`src/rtl/rtc_cal_pkg.sv`:
```
package rtc_cal_pkg;
  // width of the calibration magnitude
  localparam int CAL_W = 5;
  // largest count of corrected minutes in one correction period
  localparam int MAX_TRIM_MINUTES = 2 * ((1 << CAL_W) - 1);

  typedef enum logic [1:0] {
    TRIM_NONE  = 2'd0,
    TRIM_SHORT = 2'd1,
    TRIM_LONG  = 2'd2
  } trim_e;
endpackage

```
`src/rtl/rtc_cal_prescale.sv`:
```
module rtc_cal_prescale #(
  parameter int DIV = 128
) (
  input  logic clk_osc,
  input  logic rst_n,
  output logic stage_tick
);
  localparam int CW = (DIV > 1) ? $clog2(DIV) : 1;
  localparam logic [CW-1:0] LAST = CW'(DIV - 1);

  logic [CW-1:0] cnt;

  assign stage_tick = (cnt == LAST);

  always_ff @(posedge clk_osc or negedge rst_n) begin
    if (!rst_n)          cnt <= '0;
    else if (stage_tick) cnt <= '0;
    else                 cnt <= cnt + 1'b1;
  end
endmodule

```
`src/rtl/rtc_cal_secdiv.sv`:
```
module rtc_cal_secdiv #(
  parameter int TICKS = 256
) (
  input  logic               clk_osc,
  input  logic               rst_n,
  input  logic               stage_tick,
  input  rtc_cal_pkg::trim_e trim,
  output logic               sec_end
);
  import rtc_cal_pkg::*;

  localparam int CW = $clog2(TICKS + 2);
  localparam logic [CW-1:0] END_NOM   = CW'(TICKS - 1);
  localparam logic [CW-1:0] END_SHORT = CW'(TICKS - 3);
  localparam logic [CW-1:0] END_LONG  = CW'(TICKS);

  logic [CW-1:0] cnt;
  logic [CW-1:0] end_idx;

  // trim only changes on sec_end, so it is constant over each second
  always_comb begin
    unique case (trim)
      TRIM_SHORT: end_idx = END_SHORT;
      TRIM_LONG:  end_idx = END_LONG;
      default:    end_idx = END_NOM;
    endcase
  end

  assign sec_end = stage_tick && (cnt == end_idx);

  always_ff @(posedge clk_osc or negedge rst_n) begin
    if (!rst_n)          cnt <= '0;
    else if (sec_end)    cnt <= '0;
    else if (stage_tick) cnt <= cnt + 1'b1;
  end
endmodule

```
`src/rtl/rtc_cal_seq.sv`:
```
module rtc_cal_seq #(
  parameter int SEC_PER_MIN   = 60,
  parameter int MIN_PER_CYCLE = 64
) (
  input  logic                          clk_osc,
  input  logic                          rst_n,
  input  logic                          sec_end,
  input  logic [rtc_cal_pkg::CAL_W-1:0] cal_mag,
  input  logic                          cal_speedup,
  output rtc_cal_pkg::trim_e            trim,
  output logic                          min_end
);
  import rtc_cal_pkg::*;

  localparam int SW = (SEC_PER_MIN > 1) ? $clog2(SEC_PER_MIN) : 1;
  localparam int MW = (MIN_PER_CYCLE > 1) ? $clog2(MIN_PER_CYCLE) : 1;
  localparam logic [SW-1:0] SEC_LAST = SW'(SEC_PER_MIN - 1);
  localparam logic [MW-1:0] MIN_LAST = MW'(MIN_PER_CYCLE - 1);

  logic [SW-1:0]    sec_idx;
  logic [MW-1:0]    min_idx;
  logic [CAL_W-1:0] hold_mag;
  logic             hold_up;
  logic             cyc_end;
  logic             selected;

  assign min_end = sec_end && (sec_idx == SEC_LAST);
  assign cyc_end = min_end && (min_idx == MIN_LAST);

  // second 0 of minutes 0 .. 2N-1 is the corrected one
  assign selected = (sec_idx == '0) && (int'(min_idx) < 2 * int'(hold_mag));
  assign trim = selected ? (hold_up ? TRIM_SHORT : TRIM_LONG) : TRIM_NONE;

  always_ff @(posedge clk_osc or negedge rst_n) begin
    if (!rst_n) begin
      sec_idx <= '0;
      min_idx <= '0;
    end else if (sec_end) begin
      if (min_end) begin
        sec_idx <= '0;
        min_idx <= cyc_end ? '0 : min_idx + 1'b1;
      end else begin
        sec_idx <= sec_idx + 1'b1;
      end
    end
  end

  // calibration captured only at the period boundary
  always_ff @(posedge clk_osc or negedge rst_n) begin
    if (!rst_n) begin
      hold_mag <= '0;
      hold_up  <= 1'b0;
    end else if (cyc_end) begin
      hold_mag <= cal_mag;
      hold_up  <= cal_speedup;
    end
  end
endmodule

```
`src/rtl/rtc_cal_trim.sv`:
```
module rtc_cal_trim #(
  parameter int OSC_HZ        = 32768,
  parameter int STAGE_DIV     = 128,
  parameter int SEC_PER_MIN   = 60,
  parameter int MIN_PER_CYCLE = 64
) (
  input  logic                          clk_osc,
  input  logic                          rst_n,
  input  logic [rtc_cal_pkg::CAL_W-1:0] cal_mag,
  input  logic                          cal_speedup,
  output logic                          sec_tick,
  output logic                          min_tick
);
  import rtc_cal_pkg::*;

  localparam int TICKS_PER_SEC = OSC_HZ / STAGE_DIV;

  logic  stage_tick;
  logic  sec_end;
  logic  min_end;
  trim_e trim;

  rtc_cal_prescale #(.DIV(STAGE_DIV)) u_prescale (
    .clk_osc    (clk_osc),
    .rst_n      (rst_n),
    .stage_tick (stage_tick)
  );

  rtc_cal_secdiv #(.TICKS(TICKS_PER_SEC)) u_secdiv (
    .clk_osc    (clk_osc),
    .rst_n      (rst_n),
    .stage_tick (stage_tick),
    .trim       (trim),
    .sec_end    (sec_end)
  );

  rtc_cal_seq #(
    .SEC_PER_MIN   (SEC_PER_MIN),
    .MIN_PER_CYCLE (MIN_PER_CYCLE)
  ) u_seq (
    .clk_osc     (clk_osc),
    .rst_n       (rst_n),
    .sec_end     (sec_end),
    .cal_mag     (cal_mag),
    .cal_speedup (cal_speedup),
    .trim        (trim),
    .min_end     (min_end)
  );

  assign sec_tick = sec_end;
  assign min_tick = min_end;
endmodule

```
`config.mk`:
```
export PLATFORM = sky130hd
export DESIGN_NAME = rtc_cal_trim
export DESIGN_NICKNAME = d
export VERILOG_FILES = /design/src/rtl/rtc_cal_pkg.sv /design/src/rtl/rtc_cal_prescale.sv /design/src/rtl/rtc_cal_secdiv.sv /design/src/rtl/rtc_cal_seq.sv /design/src/rtl/rtc_cal_trim.sv
export SDC_FILE = /design/constraint.sdc
export NUM_CORES = 1
export LEC_CHECK = 0
export BUFFER_PORTS_ARGS = -buffer_cell sky130_fd_sc_hd__buf_2
export CORE_MARGIN = 2
export CORE_UTILIZATION = 43
export CTS_CLUSTER_SIZE = 30
export DETAILED_ROUTE_END_ITERATION = 16
export PLACE_DENSITY_LB_ADDON = 0.25
export SLEW_MARGIN = 20
export SYNTH_ARGS = -nofsm -noshare
export SYNTH_HDL_FRONTEND = slang
export SYNTH_SLANG_ARGS = --single-unit
```
`constraint.sdc`:
```
create_clock -name clk_osc -period 5.4 [get_ports clk_osc]
set_input_delay 0.54 -clock clk_osc [delete_from_list [all_inputs] [get_ports clk_osc]]
set_output_delay 0.54 -clock clk_osc [all_outputs]
set_load 0.1 [all_outputs]
```
==> results.py <==
metrics = {
    "layout": {
        "drive_gt1_share_pct": 16.5,
        "regArea_sq_um": 851,
        "instances_no_fill": 232,
        "syn_to_final_growth_pct": 8.90,
        "final_util_pct": 48.6,
        "final_cell_area_sq_um": 1940,
        "nets": 199,
        "antenna-diode-count": 0,
        "multiInputGateArea_sq_um": 872,
        "fillers": 353,
    },
    "detailed_routing": {
        "wl_met2_mm": 1.43,
        "dr_total_vias": 1233,
        "wl_met1_mm": 1.50,
        "vias_per_cell": 5.31,
        "drtPass1Iterations": 4,
        "ant_nets": 0,
        "wire_per_inst_um": 13.3,
        "drt_iter0_markers": 24,
        "wl_mm": 3.09,
        "route.detailed.drc": 0,
        "dr_wl_met3_um": 103,
        "routed.top_layer": "met4",
    },
    "power_and_ir_drop": {
        "power_density_nw_per_um2": 228,
        "p_total_uw": 444,
        "ir_worst_vdd_mv": 0.162,
        "p_leak_nw": 0.938,
    },
    "sta": {
        "hold_viol_final": 0,
        "grt_setup_unrepaired": "false",
        "holdWs_ps": 318,
        "slew_viol_final": 0,
        "worst_slew_pin_slew_ps": 741,
        "slew_headroom_pct": 50.6,
        "clock_skew_ps": 6.85,
        "setup-violations-final": 0,
        "fin_ws_ps": 2190,
        "fmax_mhz": 312,
        "tns_ps": 0,
        "min_period_over_period_pct": 59.4,
        "min_period_ps": 3210,
    },
    "clock_network": {
        "cts-root-buf": "clkbuf_8",
        "cts_tree": "done",
        "clkLatencyLatePin_ps": 280,
        "cts_buffers": 5,
        "clock_path_buffers": 2,
        "clkTransAtPathRegs_ps": 60,
        "cts_hold_buf": 0,
        "post_cts.repair.setup_buffers": 0,
        "htreeDepth": 2,
        "cts_sinks": 34,
        "cts_resized": 0,
    },
    "synthesis": {
        "yosys.area.top_type_share_pct": 47.7,
        "synth_area_sq_um": 1790,
        "ys.flop_type": "dfrtp_1",
        "synth_area_leaders": "dfrtp_1 48%, ha_1 6.3%, mux2_2 5.0%",
        "synth.yosys.seq_area_share_pct": 47.7,
        "synthCells": 170,
        "ys_ff_latch": 34,
        "yosys_warnings": 0,
        "synth-edff-count": 0,
        "synth_cell_type_count": 36,
        "syn_nets": 187,
        "postSynth.asyncResetShare_pct": 100,
        "synth_top_area_cell": "dfrtp_1",
        "post-synth-top-count-cell": "dfrtp_1",
        "avgSynthCellArea_sq_um": 10.5,
        "synth_top_cells_by_count": "34 x dfrtp_1, 18 x nor2_1, 14 x nand2_1",
    },
    "flow_run": {
        "max-cap-violations": 0,
    },
    "worst_setup_path": {
        "crit_required_ps": 4860,
        "r2r-start": "u_prescale.cnt[0]$_DFF_PN0_",
        "path_class": "flip-flop to output port",
        "worst_setup_path_start_kind": "flip-flop",
        "cp.arrival_ps": 2670,
        "crit_start": "u_prescale.cnt[0]$_DFF_PN0_",
        "cp-end-kind": "output port",
        "crit_fanout": 25,
    },
    "hold_path": {
        "hold_class": "input port to async pin",
    },
    "place": {
        "placed_cells": 225,
        "hpwl_mm": 2.25,
        "globalplace.congestion": 0.821,
        "dpl_worst_slack_ps": 2500,
        "placed_area_sq_um": 1870,
        "port_buffers": 9,
    },
    "global_routing": {
        "grt_start_max_net_pins": 35,
        "antenna_found_initial": 0,
        "grt_pass1_vias": 1282,
        "grt_usage_pct": 16.2,
        "gr-total-overflow": 0,
        "grt_first_pass_wirelength_mm": 5.55,
    },
    "floorplan": {
        "core_area_sq_um": 4000,
        "die_h_um": 68.4,
        "fp-row-count": 23,
        "die_area_sq_um": 4680,
        "die-width_um": 68.4,
        "pin_count": 10,
        "initial_utilization_pct": 44.6,
    },
    "status": {
        "status": "completed",
    },
}
-- report_power, final --
part           internal [mW]  switching (mW)  leakage (nW)
Sequential             0.257         0.00139         0.447
Clock                 0.0886          0.0840        0.0383
Combinational        0.00507         0.00786         0.452
-- path summary, 6_finish.rpt --
path	end	slack (ps)	cells after the start
max in group asynchronous	u_seq.hold_mag[0]$_DFFE_PN0P_	4610	1
worst max register to register	u_seq.min_idx[1]$_DFFE_PN0P_	3030	7
min in group clk_osc	u_prescale.cnt[0]$_DFF_PN0_	470	1
worst max-delay path	min_tick	2190	7
worst min-delay path	u_secdiv.cnt[5]$_DFFE_PN0P_	320	1
worst min register to register	u_prescale.cnt[0]$_DFF_PN0_	470	1
-- flip-flops by register name (all words and copies together) (netlist names) --
signal          count
u_prescale.cnt      7
u_seq.hold_mag      5
u_seq.min_idx       6
u_seq.sec_idx       6
u_secdiv.cnt        9
u_seq.hold_up       1
-- cell usage in the layout (no fill, tap or decap), types with 5 or more instances in the layout --
cell type,count
nand3_1,12
and3_1,6
o21ai_0,7
xor2_1,7
ha_1,9
xnor2_1,7
nor2_1,18
mux2_2,8
nor3_1,5
nand2_1,14
buf_2,9
dfrtp_1,34
inv_1,8
clkbuf_8,5
-- area by class of cell --
type                       instances  area share [%]
tap                               50            3.22
multi-input combinational        123            44.9
clock buffer                       7            3.93
timing repair buffer              10            2.70
inverter                           8            1.54
sequential                        34            43.8
-- per-layer routing --
metal,GRT usage [%],vias to the layer above
li1,-,614
met1,20.4,598
met2,25.4,16
met3,4.61,5
met4,7.75,0
met5,0,-
-- cell families after synthesis --
family                     count (synthesis)  share of synthesized area (%)
and+or+nand+nor                           68                           19.3
DFF                                       34                           47.7
AOI/OAI and AO/OA                         21                           8.83
xor gates and xnor gates                  14                           6.87
buffers and inverters                     13                           3.50
muxes                                     11                           7.57
adders and majority gates                  9                           6.31
-- worst max-delay path, cell delays in order, from the launching register on --
cell	delay (ps)
dfrtp_1	370
ha_1	180
and3_1	260
nand2_1	160
a2111oi_4	370
mux2_4	380
and2_4	230
buf_2	430
No activity file was read; power rests on OpenSTA's default activity.
